## config.mk

```make
export PLATFORM = sky130hd
export DESIGN_NAME = seq_write_coalesce_qual
export DESIGN_NICKNAME = d
export VERILOG_FILES = /design/src/rtl/wcq_pkg.sv /design/src/rtl/wcq_opdecode.sv /design/src/rtl/wcq_record.sv /design/src/rtl/wcq_window.sv /design/src/rtl/seq_write_coalesce_qual.sv
export SDC_FILE = /design/constraint.sdc
export NUM_CORES = 1
export LEC_CHECK = 0
export CAP_MARGIN = 20
export CORE_MARGIN = 2
export CORE_UTILIZATION = 42
export DETAILED_ROUTE_END_ITERATION = 10
export PLACE_DENSITY = 0.67
export SETUP_SLACK_MARGIN = 0.02
export SYNTH_ARGS = -nofsm -noshare
export SYNTH_HDL_FRONTEND = slang
export SYNTH_SLANG_ARGS = --single-unit
```

## constraint.sdc

```tcl
create_clock -name clk -period 3.94 [get_ports clk]
set_input_delay 1.182 -clock clk [delete_from_list [all_inputs] [get_ports clk]]
set_output_delay 1.182 -clock clk [all_outputs]
set_load 0.02 [all_outputs]
```

## src/rtl/wcq_pkg.sv

```systemverilog
// Package: shared constants and types for the write coalescing qualifier.
// Assumes opcodes are 8 bits wide; the write opcode list is packed LSB-first.
package wcq_pkg;

    localparam int OPC_W     = 8;
    localparam int N_WR_OPS  = 2;
    // Write opcodes, entry i at bits [i*8 +: 8].
    localparam logic [N_WR_OPS*OPC_W-1:0] WR_OPS = {8'h2A, 8'h0A};

    // States of the data-arrival window.
    typedef enum logic [0:0] {
        WIN_IDLE = 1'b0,
        WIN_OPEN = 1'b1
    } win_state_t;

endpackage

```

## src/rtl/wcq_opdecode.sv

```systemverilog
// Module: wcq_opdecode
// Flags whether an opcode is one of the write opcodes listed in wcq_pkg.
// Purely combinational; assumes the opcode is stable while it is evaluated.
module wcq_opdecode
    import wcq_pkg::*;
(
    input  logic [OPC_W-1:0] opcode,
    output logic             is_write
);

    logic [N_WR_OPS-1:0] match;

    // One comparator per listed write opcode.
    for (genvar i = 0; i < N_WR_OPS; i++) begin : g_match
        assign match[i] = (opcode == WR_OPS[i*OPC_W +: OPC_W]);
    end

    // Any comparator hit marks a write.
    assign is_write = |match;

endmodule

```

## src/rtl/wcq_record.sv

```systemverilog
// Module: wcq_record
// Keeps the previous write (the address after its last block, its initiator,
// its linked flag and whether its end passed the top address). It compares
// the presented command against that write. pair_ok is combinational and is
// only meaningful when accept is high. Assumes one command per accept pulse.
module wcq_record #(
    parameter int LBA_W = 32,
    parameter int CNT_W = 16,
    parameter int ID_W  = 4
) (
    input  logic             clk,
    input  logic             rst_n,
    input  logic             accept,
    input  logic             is_write,
    input  logic [LBA_W-1:0] lba,
    input  logic [CNT_W-1:0] blocks,
    input  logic [ID_W-1:0]  src_id,
    input  logic             linked,
    output logic             pair_ok
);

    localparam int SUM_W = LBA_W + 1;

    logic             rec_valid;
    logic [LBA_W-1:0] rec_next;
    logic             rec_wrap;
    logic [ID_W-1:0]  rec_id;
    logic             rec_linked;
    logic [SUM_W-1:0] end_sum;

    // Address after the presented command's last block, carry included.
    assign end_sum = {1'b0, lba} + SUM_W'(blocks);

    // Every condition that ties the new write to the stored one.
    always_comb begin
        pair_ok = rec_valid && !rec_wrap && !rec_linked
               && is_write && !linked
               && (src_id == rec_id)
               && (lba == rec_next);
    end

    // Store each accepted write; drop the record on any other command.
    always_ff @(posedge clk) begin
        if (!rst_n) begin
            rec_valid  <= 1'b0;
            rec_next   <= '0;
            rec_wrap   <= 1'b0;
            rec_id     <= '0;
            rec_linked <= 1'b0;
        end else if (accept) begin
            if (is_write) begin
                rec_valid  <= 1'b1;
                rec_next   <= end_sum[LBA_W-1:0];
                rec_wrap   <= end_sum[LBA_W];
                rec_id     <= src_id;
                rec_linked <= linked;
            end else begin
                rec_valid  <= 1'b0;
            end
        end
    end

endmodule

```

## src/rtl/wcq_window.sv

```systemverilog
// Module: wcq_window
// Data-arrival deadline. start opens a window of WINDOW edges. hit is high
// while the window is open and the strobe is present. The window closes on a
// hit, on expiry or on cancel. Assumes start and cancel are never high together.
module wcq_window
    import wcq_pkg::*;
#(
    parameter int WINDOW = 8
) (
    input  logic clk,
    input  logic rst_n,
    input  logic start,
    input  logic cancel,
    input  logic strobe,
    output logic hit
);

    localparam int CYC_W = $clog2(WINDOW + 1);

    win_state_t       state;
    logic [CYC_W-1:0] left;

    // Strobe counts only inside an open window.
    assign hit = (state == WIN_OPEN) && strobe;

    // Open, count down and close the window.
    always_ff @(posedge clk) begin
        if (!rst_n) begin
            state <= WIN_IDLE;
            left  <= '0;
        end else if (start) begin
            state <= WIN_OPEN;
            left  <= CYC_W'(WINDOW);
        end else if (cancel) begin
            state <= WIN_IDLE;
        end else if (state == WIN_OPEN) begin
            if (strobe || left == CYC_W'(1)) begin
                state <= WIN_IDLE;
            end else begin
                left  <= left - CYC_W'(1);
            end
        end
    end

endmodule

```

## src/rtl/seq_write_coalesce_qual.sv

```systemverilog
// Module: seq_write_coalesce_qual
// Top of the qualifier. On each accepted command it decodes the opcode and
// checks the command against the previous write. It sets the early-completion
// flag for that command, and it opens the arrival window when the pair may merge.
// Assumes cmd_valid is a one-cycle pulse per command and that block_in_time
// refers to the most recently accepted write.
module seq_write_coalesce_qual
    import wcq_pkg::*;
#(
    parameter int LBA_W  = 32,
    parameter int CNT_W  = 16,
    parameter int ID_W   = 4,
    parameter int WINDOW = 8
) (
    input  logic             clk,
    input  logic             rst_n,
    input  logic             cmd_valid,
    input  logic [OPC_W-1:0] cmd_opcode,
    input  logic [LBA_W-1:0] cmd_lba,
    input  logic [CNT_W-1:0] cmd_blocks,
    input  logic [ID_W-1:0]  cmd_src_id,
    input  logic             cmd_linked,
    input  logic             cache_en,
    input  logic             queue_mode,
    input  logic             block_in_time,
    output logic             merge_ok,
    output logic             early_done_ok
);

    logic is_write;
    logic pair_ok;
    logic caching_on;
    logic qualify;
    logic early_next;
    logic win_hit;

    wcq_opdecode u_dec (
        .opcode   (cmd_opcode),
        .is_write (is_write)
    );

    wcq_record #(
        .LBA_W (LBA_W),
        .CNT_W (CNT_W),
        .ID_W  (ID_W)
    ) u_rec (
        .clk      (clk),
        .rst_n    (rst_n),
        .accept   (cmd_valid),
        .is_write (is_write),
        .lba      (cmd_lba),
        .blocks   (cmd_blocks),
        .src_id   (cmd_src_id),
        .linked   (cmd_linked),
        .pair_ok  (pair_ok)
    );

    // Queue mode overrides the software enable.
    assign caching_on = queue_mode || cache_en;
    assign early_next = is_write && !cmd_linked && caching_on;
    assign qualify    = pair_ok && caching_on;

    wcq_window #(
        .WINDOW (WINDOW)
    ) u_win (
        .clk    (clk),
        .rst_n  (rst_n),
        .start  (cmd_valid && qualify),
        .cancel (cmd_valid && !qualify),
        .strobe (block_in_time),
        .hit    (win_hit)
    );

    // Output flags: replaced on acceptance, merge raised on an in-time strobe.
    always_ff @(posedge clk) begin
        if (!rst_n) begin
            merge_ok      <= 1'b0;
            early_done_ok <= 1'b0;
        end else if (cmd_valid) begin
            merge_ok      <= 1'b0;
            early_done_ok <= early_next;
        end else if (win_hit) begin
            merge_ok      <= 1'b1;
        end
    end

endmodule

```

==> impl_results.md <==
- Status: complete, no violations
- Cell area power density: 248 mW/mm^2
- GRT overflow: 0
- Startpoint class of the critical path: input port
- Setup crit end kind: flop
- Grt peak-use layer: met2
- Number of vias per cell: 5.59
- Share of cells above drive strength 1: 5.87%
- Largest net degree at the start of global routing: 28
- Post-synth EDFFs: 0
- Met3 Usage GRT: 2.82%
- Worst Path Required: 4.14 ns
- Tmin final: 3.56 ns
- Reg2reg start: u_rec.rec_next[26]
- Total number of vias: 3426
- Worst path cell trace: clkdlybuf4s50_1 -> ha_1 -> inv_1 -> fa_1 -> nor2b_1 -> o21ai_1 -> a21oi_1 -> o211ai_1 -> a211oi_1 -> xnor2_1 -> a21oi_1
- Initial antenna violation count: 0
- Hold Path Stages: 2
- Die Area: 0.00875 mm^2
- CTS tree: yes
- Data arrival, critical path: 3.76 ns
- Vert. Die Dim: 93.5 um
- Mapped Area: 0.00337 mm^2
- Pre-CTS setup slack: 0.0835 ns
- Slew Limit Fails: 0
- #FFs+latches synth: 46
- HP Start: u_rec.rec_next[3]
- Max-cap viol count: 0
- Core area: 0.00773 mm^2
- Max Fclk: 281 MHz
- Starting Density: 43.6%
- Slowest Stage Delay on Critical Path: 0.49 ns
- Hold Fails Final Rpt: 0
- Num rows: 32
- Final nets: 596
- HPWL Detailed: 7.32 mm
- Leak: 0.00164 uW
- Top FF cell, synth: dfxtp_1
- FFs w/ async S/R, synth: 0%
- Placer Congestion: 0.904
- Num ports: 69
- FILL cells: 764
- Remaining DRCs: 0
- Worst-margin pin slew: 0.591 ns
- Drt total wl: 9.35 mm
- Final period utilization: 90.4%
- Met1 usage in global routing: 29.5%
- Final Setup Violations: 0
- R2R depth: 8
- Routed len/inst: 15.2 um
- CTS max path bufs: 2
- CP max stage cell: clkdlybuf4s50_1
- First-pass detailed-route iteration total: 4
- CTS root buf: clkbuf_8
- IO Port Bufs: 67
- N_diodes: 0
- RSZ-0062 raised after global routing: false
- Vias in the first global route: 3157
- Cells after synthesis: 444
- TritonCTS Sinks: 46
- Syn_nets: 530
- Register-to-register setup slack: 1.73 ns
- Seq/Total Area, Yosys: 27.4%
- First-pass GRT wire length: 15.2 mm
- Cell mode on critical path: a21oi_1
- Die W: 93.5 um
- Synth-to-Final Area Change: 26.7%
- GR Layer Usage met2: 37.2%
- Post-route clock skew: 0.00554 ns
- Synth cell types: 49
- Setup_tns: 0 ns
- Setup repair bufs after CTS: 0
- H-tree Lvls: 2
- CTS Hold Bufs: 0
- Synth warn: 0
- Critical Path Source: cmd_lba[0]
- Total CTS buffers: 5
- Critical Path Fanout Max: 4
- Design Area, Final: 0.00427 mm^2
- Critical path endpoint: u_rec.rec_next[28]
- Total Routing Usage GR: 22.0%
- Clk pin slew, worst setup/hold paths: 0.09 ns
- Initial DRC Count: 192
- Post-cts sizing count: 0
- Max rail drop VDD: 0.118 mV
- Placed cell area: 0.00418 mm^2
- Routed Antenna Nets: 0
- Worst Hold Class: flop to flop
- Mean area per synthesized cell: 7.58 um^2
- Clock latency on the worst-skew pair: 0.31 ns
- Slew headroom: 60.2%
- Setup WS post-layout: 0.378 ns
- Crit Path Category: input port to flop
- RR Endpoint: u_win.left[1]
==> Yosys cell counts, types with 6 or more instances <==
library cell  instances  area, um^2
nor3_1                9        45.0
dfxtp_1              46         921
ha_1                 18         225
inv_1                11        41.3
a21o_1                6        45.0
nand4_1              15        93.8
a211oi_1              6        45.0
o21ai_0              23         115
a21oi_1              46         230
nand2b_1              9        56.3
clkbuf_1             13        48.8
nor4_1               10        62.6
a31oi_1               7        43.8
xor2_1               46         403
nor2_1               31         116
nand2_1              50         188
nand3_1              27         135
xnor2_1              10        87.6
o211ai_1              9        67.6
==> power by group <==
part           switching (uW)  internal (uW)  leakage (uW)  total (uW)
Clock                     176            126     0.0000452         301
Combinational             150            139       0.00122         290
Sequential               1.46            466      0.000371         468
==> cells in the final DEF, fill, tap and decap left out, types with 2 or more instances in the layout <==
cell              n
ha_1             18
xor2_1           46
xnor2_1          10
and2_1            3
or2_1             2
a211oi_1          6
nor2b_1           5
nand3_1          27
nand4_1          15
nor3_1            9
a21o_1            6
clkdlybuf4s50_1  67
inv_1            11
dfxtp_1          46
buf_4            13
o21ai_1           4
or3_1             2
clkbuf_8          5
a31oi_1           7
nand2b_1          9
nand2_1          50
o21ba_2           2
o211ai_1          9
nand3b_1          2
o21ai_0          23
nor2_1           31
and3_1            4
a21oi_1          46
nor4_1           10
==> through the flow <==
| stage | util [%] | power (uW) | cells | hold WS (ns) |
|---|---|---|---|---|
| 6_report | 55.2 | 1060 | 613 | 0.466 |
| 5_1_grt | 55.2 | 1110 | 613 | 0.488 |
| 4_1_cts | 55.2 | 1060 | 613 | 0.469 |
| 3_5_place_dp | 54.1 | 765 | 605 | 0.451 |
| 3_3_place_gp | 54.1 | 762 | 605 | 0.444 |
| 2_1_floorplan | - | 636 | 444 | 0.433 |
==> logic make-up after synthesis <==
group | count (synthesis) | synth area share, %
AOI/OAI and AO/OA | 117 | 21.5
xor gates and xnor gates | 56 | 14.6
adders and majority gates | 19 | 7.29
buffers and inverters | 32 | 3.68
DFF | 46 | 27.4
and+or+nand+nor | 174 | 25.7
==> registers in the layout, indices dropped and copies added, names as in the netlist <==
signal / count
u_rec.rec_linked: 1
u_win.left: 4
merge_ok: 1
u_rec.rec_next: 32
u_rec.rec_wrap: 1
u_win.state: 1
early_done_ok: 1
u_rec.rec_valid: 1
u_rec.rec_id: 4
==> worst max-delay path, delay by kind of cell <==
kind	cells	cell delay, ns
and+or+nand+nor	1	0.15
buffers and inverters	2	0.54
AOI/OAI and AO/OA	5	1.12
xor gates and xnor gates	1	0.17
adders and majority gates	2	0.58
==> routing by layer <==
metal  share of wire, %  up-vias
li1                   -     1711
met1                 47     1605
met2                 47      101
met3                5.5        9
met4                1.2        0
met5                  0        -
==> cell type report <==
| cell class | instances | area [um^2] | share of cell area (%) |
|---|---|---|---|
| timing repair buffer | 80 | 768 | 18.0 |
| tap | 102 | 128 | 2.99 |
| sequential | 46 | 921 | 21.6 |
| clock buffer | 6 | 72.6 | 1.70 |
| multi-input combinational | 366 | 2320 | 54.4 |
| inverter | 11 | 41.3 | 0.968 |
| clock inverter | 2 | 13.8 | 0.323 |
==> worst min path at each step <==
stage	end
finish	u_rec.rec_next[3]
global placement	u_rec.rec_wrap
CTS	u_rec.rec_next[3]
floorplan	u_rec.rec_wrap
detailed placement	u_rec.rec_wrap
global route	u_rec.rec_next[5]
Power figures use the tool's default switching activity.
